### config.mk
export PLATFORM = sky130hd
export DESIGN_NAME = muldiv_iter
export DESIGN_NICKNAME = d
export VERILOG_FILES = /design/src/rtl/muldiv_pkg.sv /design/src/rtl/muldiv_seq.sv /design/src/rtl/muldiv_core.sv /design/src/rtl/muldiv_fix.sv /design/src/rtl/muldiv_iter.sv
export SDC_FILE = /design/constraint.sdc
export NUM_CORES = 1
export LEC_CHECK = 0
export ABC_AREA = 1
export ABC_CLOCK_PERIOD_IN_PS = 2640
export BUFFER_PORTS_ARGS = -buffer_cell sky130_fd_sc_hd__buf_2
export CAP_MARGIN = 20
export CORE_MARGIN = 3
export CORE_UTILIZATION = 40
export CTS_CLUSTER_SIZE = 20
export DETAILED_ROUTE_END_ITERATION = 6
export PLACE_DENSITY_LB_ADDON = 0.15
export SLEW_MARGIN = 20
export SYNTH_ARGS = -nofsm -noshare
export SYNTH_HDL_FRONTEND = slang
export SYNTH_SLANG_ARGS = --single-unit
### constraint.sdc
create_clock -name clk -period 2.64 [get_ports clk]
set_clock_uncertainty 0.2 [all_clocks]
set_input_delay 0.264 -clock clk [delete_from_list [all_inputs] [get_ports clk]]
set_output_delay 0.264 -clock clk [all_outputs]
set_load 0.01 [all_outputs]
### src/rtl/muldiv_pkg.sv
package muldiv_pkg;
   typedef enum logic [1:0] {
      OP_MUL  = 2'd0,
      OP_MULH = 2'd1,
      OP_DIV  = 2'd2,
      OP_REM  = 2'd3
   } md_op_e;

   typedef enum logic [1:0] {
      S_IDLE = 2'd0,
      S_RUN  = 2'd1,
      S_FIX  = 2'd2
   } md_state_e;
endpackage

### src/rtl/muldiv_seq.sv
module muldiv_seq
   import muldiv_pkg::*;
#(
   parameter int XLEN = 32
) (
   input  logic clk,
   input  logic rst_n,
   input  logic start_i,
   output logic load_o,
   output logic step_o,
   output logic fin_o,
   output logic busy_o
);
   localparam int CW = $clog2(XLEN);

   md_state_e       state_q;
   logic [CW-1:0]   cnt_q;

   always_ff @(posedge clk) begin
      if (!rst_n) begin
         state_q <= S_IDLE;
         cnt_q   <= '0;
      end else begin
         case (state_q)
            S_IDLE: if (start_i) begin
               state_q <= S_RUN;
               cnt_q   <= CW'(XLEN - 1);
            end
            S_RUN: begin
               if (cnt_q == '0) state_q <= S_FIX;
               else             cnt_q   <= cnt_q - 1'b1;
            end
            default: state_q <= S_IDLE;
         endcase
      end
   end

   assign load_o = start_i && (state_q == S_IDLE);
   assign step_o = (state_q == S_RUN);
   assign fin_o  = (state_q == S_FIX);
   assign busy_o = (state_q != S_IDLE);
endmodule

### src/rtl/muldiv_core.sv
module muldiv_core
   import muldiv_pkg::*;
#(
   parameter int XLEN = 32
) (
   input  logic            clk,
   input  logic            rst_n,
   input  logic            load_i,
   input  logic            step_i,
   input  md_op_e          op_i,
   input  logic [XLEN-1:0] a_i,
   input  logic [XLEN-1:0] b_i,
   output md_op_e          op_o,
   output logic [XLEN-1:0] hi_o,
   output logic [XLEN-1:0] lo_o,
   output logic            sa_o,
   output logic            sb_o,
   output logic            bz_o
);
   localparam int MSB = XLEN - 1;

   logic [XLEN-1:0] hi_q, lo_q, mc_q;
   md_op_e          op_q;
   logic            sa_q, sb_q, bz_q;

   logic            is_div;
   logic [XLEN:0]   add_sum;
   logic [XLEN:0]   shifted;
   logic [XLEN:0]   diff;
   logic [XLEN-1:0] mag_a, mag_b;

   assign is_div  = (op_q == OP_DIV) || (op_q == OP_REM);
   assign mag_a   = a_i[MSB] ? (~a_i + 1'b1) : a_i;
   assign mag_b   = b_i[MSB] ? (~b_i + 1'b1) : b_i;
   assign add_sum = {1'b0, hi_q} + (lo_q[0] ? {1'b0, mc_q} : '0);
   assign shifted = {hi_q, lo_q[MSB]};
   assign diff    = shifted - {1'b0, mc_q};

   always_ff @(posedge clk) begin
      if (!rst_n) begin
         hi_q <= '0;
         lo_q <= '0;
         mc_q <= '0;
         op_q <= OP_MUL;
         sa_q <= 1'b0;
         sb_q <= 1'b0;
         bz_q <= 1'b0;
      end else if (load_i) begin
         hi_q <= '0;
         lo_q <= mag_a;
         mc_q <= mag_b;
         op_q <= op_i;
         sa_q <= a_i[MSB];
         sb_q <= b_i[MSB];
         bz_q <= (b_i == '0);
      end else if (step_i) begin
         if (is_div) begin
            hi_q <= diff[XLEN] ? shifted[MSB:0] : diff[MSB:0];
            lo_q <= {lo_q[MSB-1:0], ~diff[XLEN]};
         end else begin
            hi_q <= add_sum[XLEN:1];
            lo_q <= {add_sum[0], lo_q[MSB:1]};
         end
      end
   end

   assign op_o = op_q;
   assign hi_o = hi_q;
   assign lo_o = lo_q;
   assign sa_o = sa_q;
   assign sb_o = sb_q;
   assign bz_o = bz_q;
endmodule

### src/rtl/muldiv_fix.sv
module muldiv_fix
   import muldiv_pkg::*;
#(
   parameter int XLEN = 32
) (
   input  md_op_e          op_i,
   input  logic [XLEN-1:0] hi_i,
   input  logic [XLEN-1:0] lo_i,
   input  logic            sa_i,
   input  logic            sb_i,
   input  logic            bz_i,
   output logic [XLEN-1:0] res_o
);
   localparam int PW = 2 * XLEN;

   logic            neg;
   logic [PW-1:0]   prod, prod_s;
   logic [XLEN-1:0] quo_s, rem_s;

   assign neg    = sa_i ^ sb_i;
   assign prod   = {hi_i, lo_i};
   assign prod_s = neg ? (~prod + 1'b1) : prod;
   assign quo_s  = bz_i ? '1 : (neg ? (~lo_i + 1'b1) : lo_i);
   assign rem_s  = sa_i ? (~hi_i + 1'b1) : hi_i;

   always_comb begin
      case (op_i)
         OP_MUL:  res_o = prod_s[XLEN-1:0];
         OP_MULH: res_o = prod_s[PW-1:XLEN];
         OP_DIV:  res_o = quo_s;
         default: res_o = rem_s;
      endcase
   end
endmodule

### src/rtl/muldiv_iter.sv
module muldiv_iter
   import muldiv_pkg::*;
#(
   parameter int XLEN = 32
) (
   input  logic            clk,
   input  logic            rst_n,
   input  logic            start_i,
   input  logic [1:0]      op_i,
   input  logic [XLEN-1:0] a_i,
   input  logic [XLEN-1:0] b_i,
   output logic            busy_o,
   output logic            done_o,
   output logic [XLEN-1:0] result_o
);
   generate
      if (XLEN < 4 || XLEN > 64) begin : g_bad_xlen
         $error("muldiv_iter: XLEN must lie in 4..64");
      end
   endgenerate

   logic            load, step, fin;
   md_op_e          op_q;
   logic [XLEN-1:0] hi, lo, res;
   logic            sa, sb, bz;
   logic            done_q;
   logic [XLEN-1:0] result_q;

   muldiv_seq #(.XLEN(XLEN)) u_seq (
      .clk(clk), .rst_n(rst_n), .start_i(start_i),
      .load_o(load), .step_o(step), .fin_o(fin), .busy_o(busy_o)
   );

   muldiv_core #(.XLEN(XLEN)) u_core (
      .clk(clk), .rst_n(rst_n), .load_i(load), .step_i(step),
      .op_i(md_op_e'(op_i)), .a_i(a_i), .b_i(b_i),
      .op_o(op_q), .hi_o(hi), .lo_o(lo), .sa_o(sa), .sb_o(sb), .bz_o(bz)
   );

   muldiv_fix #(.XLEN(XLEN)) u_fix (
      .op_i(op_q), .hi_i(hi), .lo_i(lo), .sa_i(sa), .sb_i(sb), .bz_i(bz),
      .res_o(res)
   );

   always_ff @(posedge clk) begin
      if (!rst_n) begin
         done_q   <= 1'b0;
         result_q <= '0;
      end else begin
         done_q <= fin;
         if (fin) result_q <= res;
      end
   end

   assign done_o   = done_q;
   assign result_o = result_q;
endmodule

==> impl_results.md <==
* Gpl congestion at 1.01
* Crit-path cells: ha_1 > buf_4 > nand2_1 > nor2_1 > nand3_1 > nand3_1 > nand2_1 > nand2_1 > xor2_1 > nand2_1 > o21ai_2 > nand2_1 > a21oi_2
* Initial Utilization at 0.411
* Ports at between 100 and 150
* Setup crit start kind: flop
* DR pass1 iterations at 6
* Worst Tran Pin Value at ~820 ps
* CP max stage delay at 360 ps
* Number of buffers created by CTS at 17
* Netlist cell types at 60
* Hpwl dp at 59,900 um
* Main combinational cell family by area after synthesis: simple AND/OR/NAND/NOR gates
* WL per Instance at 20.3 um
* Die outline height at just over 200 um
* Number of global-route vias before repair at between 15k and 20k
* ANT cells at 0
* Global Route Usage Sum at 0.348
* Final setup viols at 0
* Status: finished, final reports clean
* Combinational power share at 0.534
* TNS Setup at 0 ps
* Cell area power density at approximately 550 nW/um2
* Period minus WS final at around 2600 ps
* CORE AREA at 39,200 um2
* Final ANT Viol Nets at 0
* Commonest register cell after synthesis: dfxtp_1
* Fin. max-slew vios at 0
* Internal power at 6.06 mW
* Switching fraction of total power at 0.466
* Ys async rst share at 0
* CTS root buffer: clkbuf_16
* Row count at 72
* Most common cell on crit path: nand2_1
* NetSw at around 5.3 mW
* Via count at 20.8k
* Mean cell area of the mapped netlist at 5.49 um2
* 1st-iter DRT viols at 2,393
* Post-Synth Adder-Cell Area at 0.0568
* Share of the synthesized area in the top cell type at 0.186
* Max_slew headroom at 0.449
* Post-Route WL at approximately 76,000 um
* Gr ovfl total at 0
* Layout cells sized above 1 at 0.205
* Clock buffer depth at 2
* Tcrit/Tclk final at 0.988
* Post-DR vias/cell at 5.51
* RSZ-0062 raised after global routing: yes
* Synth Area in Simple Gates at 0.399
* Area added between synthesis and finish at 27.9%
* First-pass GRT wire length at 112,000 um
* Sequential share of power at 0.224
* Compound-gate portion of the synthesized area at 0.210
* Critical path arrival at 2790 ps
* IO buf count at 102
* Die area at 42,700 um2
* Area contributors post-synth: nand2_1, dfxtp_1, inv_1
* Sequential area share after synthesis at 0.175
* WP data required at roughly 2800 ps
* Clock power frac at 0.241
* Hold crit path type: primary input to flop
* Final hold violation count at 0
* Pwr Total at 11.3 mW
* Initial antenna violation count at 0
* XOR/XNOR Fraction of Synth Area at 0.0234
* CTS tree: yes
* Nets@finish at 3,379
* CTS Sinks at 141
* Residual DRC count at 0
* Cell taking the most area after synthesis: nand2_1
* Synthesis warning total at 0
* Synthesized flop and latch total at 141
* Synthesized cell area at about 16,000 um2
* Die width at approximately 210 um
* Mapped Nets at 3,078
* CP max-delay cell: dfxtp_2
* Leakage at around 10 nW
* Cells after Synth at a little under 3k
* Worst setup EP type: flop
* Clock transition at path regs at ~70 ps
* Kind of critical path: flop to flop
* EDFF count, synth at 0
* H-Tree Depth at 4
* Multiplexer share of the synthesized area at 0
* Worst-Skew Late Latency at 460 ps
* Peak VDD IR at 0.000458 V
* FMAX at 383 MHz
* CP max FO at 3
* Largest net degree at the start of global routing at 67
* Max-cap violations at 0
==> power by group through the flow <==
stage | Sequential [mW] | Clock (mW) | Combinational, mW
finish | 2.54 | 2.74 | 6.06
floorplan | 2.51 | 0 | 3.33
detailed placement | 2.56 | 0 | 5.42
global placement | 2.55 | 0 | 5.41
global route | 2.56 | 2.84 | 6.55
CTS | 2.51 | 2.77 | 5.60
==> registers in the layout (all words and copies together) (netlist names) <==
signal,flops
done_o,1
u_core.op_o,2
u_seq.state_q,2
u_seq.cnt_q,5
u_core.hi_o,32
u_core.mc_q,32
result_o,32
u_core.bz_o,1
u_core.lo_o,32
u_core.sa_o,1
u_core.sb_o,1
==> area by class of cell <==
class | instances | area (um2)
Fill cell | 4194 | 18600
Multi-Input combinational cell | 2237 | 11900
Sequential cell | 141 | 2860
Timing Repair Buffer | 381 | 2810
Inverter | 460 | 1730
Tap cell | 518 | 648
Clock buffer | 19 | 453
Clock inverter | 12 | 184
==> timing repair <==
action | CTS | global route
gates resized for setup | 23 | 199
hold buffers | 23 | 0
pin swaps | 2 | 38
gates cloned | 3 | 2
hold endpoints to repair | 23 | 0
setup endpoints to repair | 34 | 49
setup buffers | 2 | 11
==> synthesized netlist by cell type (6+ instances only) <==
cell,instances
buf_2,18
xor2_1,29
o211ai_1,25
inv_1,447
nand4_1,35
nor4_1,10
nand3b_1,13
xnor2_1,14
o21ai_1,21
o221ai_1,6
a221oi_1,8
nor2_2,7
ha_1,70
nand3_1,235
inv_2,9
a21oi_1,237
a21oi_2,10
nand2_1,798
nand2_2,22
o21ai_2,9
dfxtp_1,141
a31oi_1,23
nor2_1,307
buf_1,11
nor3_1,39
clkbuf_1,66
or2_2,14
o21ai_0,245
==> layout by cell type (no fill, tap or decap), types with 34 or more instances in the layout <==
master	n
buf_2	102
nand4_1	35
nor2_1	272
dfxtp_1	116
buf_4	242
inv_1	441
nand2_1	763
o21ai_0	230
a21oi_1	212
nand3_1	219
nor2_2	34
nor3_1	35
ha_1	41
nand2_2	54
a21oi_2	34
o21ai_1	35
==> worst paths after layout <==
path                                                  start                           end  slack [ps]  cells past startpoint
worst min-delay path                                a_i[15]  u_core.lo_o[15]$_SDFFE_PN0P_          20                      4
worst min register to register  u_seq.cnt_q[3]$_SDFFE_PN0P_   u_seq.cnt_q[3]$_SDFFE_PN0P_         290                      2
worst max-delay path            u_core.hi_o[6]$_SDFFE_PP0P_  u_core.hi_o[17]$_SDFFE_PP0P_          30                     13
worst max register to register  u_core.hi_o[6]$_SDFFE_PP0P_  u_core.hi_o[17]$_SDFFE_PP0P_          30                     13
==> metal layers <==
layer  GRT usage  routed length, um  vias up
met5           0                  0        -
met4      0.0927               2200        0
met3      0.0481               7090       99
met2       0.497              31100      976
met1       0.540              36100     9588
li1            -                  -    10116
==> per-stage QoR <==
step           cells  cell area, um2  utilization  hold slack (ps)  setup WS [ps]
2_1_floorplan   2937           16100            -              218           2.89
3_3_place_gp    3696           18700        0.478              266          -78.9
5_1_grt         3768           20600        0.526             24.0          -84.6
3_5_place_dp    3696           18700        0.478              279           -178
6_report        3768           20600        0.526             17.3           30.9
4_1_cts         3755           19700        0.504             1.60          0.263
==> worst max-delay path: cells and delay by family (launching register included) <==
family | cells | cell delay [ps]
AO/OA/AOI/OAI | 2 | 210
XOR/XNOR | 1 | 290
adder cells (fa/ha/maj) | 1 | 340
buffers and inverters | 1 | 140
flip-flops | 1 | 360
AND/OR/NAND/NOR | 8 | 990
==> kinds of logic after synthesis <==
family,Yosys count
buf+inv,563
simple gates,1506
compound gates,612
fa+ha+maj,72
flops,141
xor+xnor,43
(Power assumes the default switching activity.)
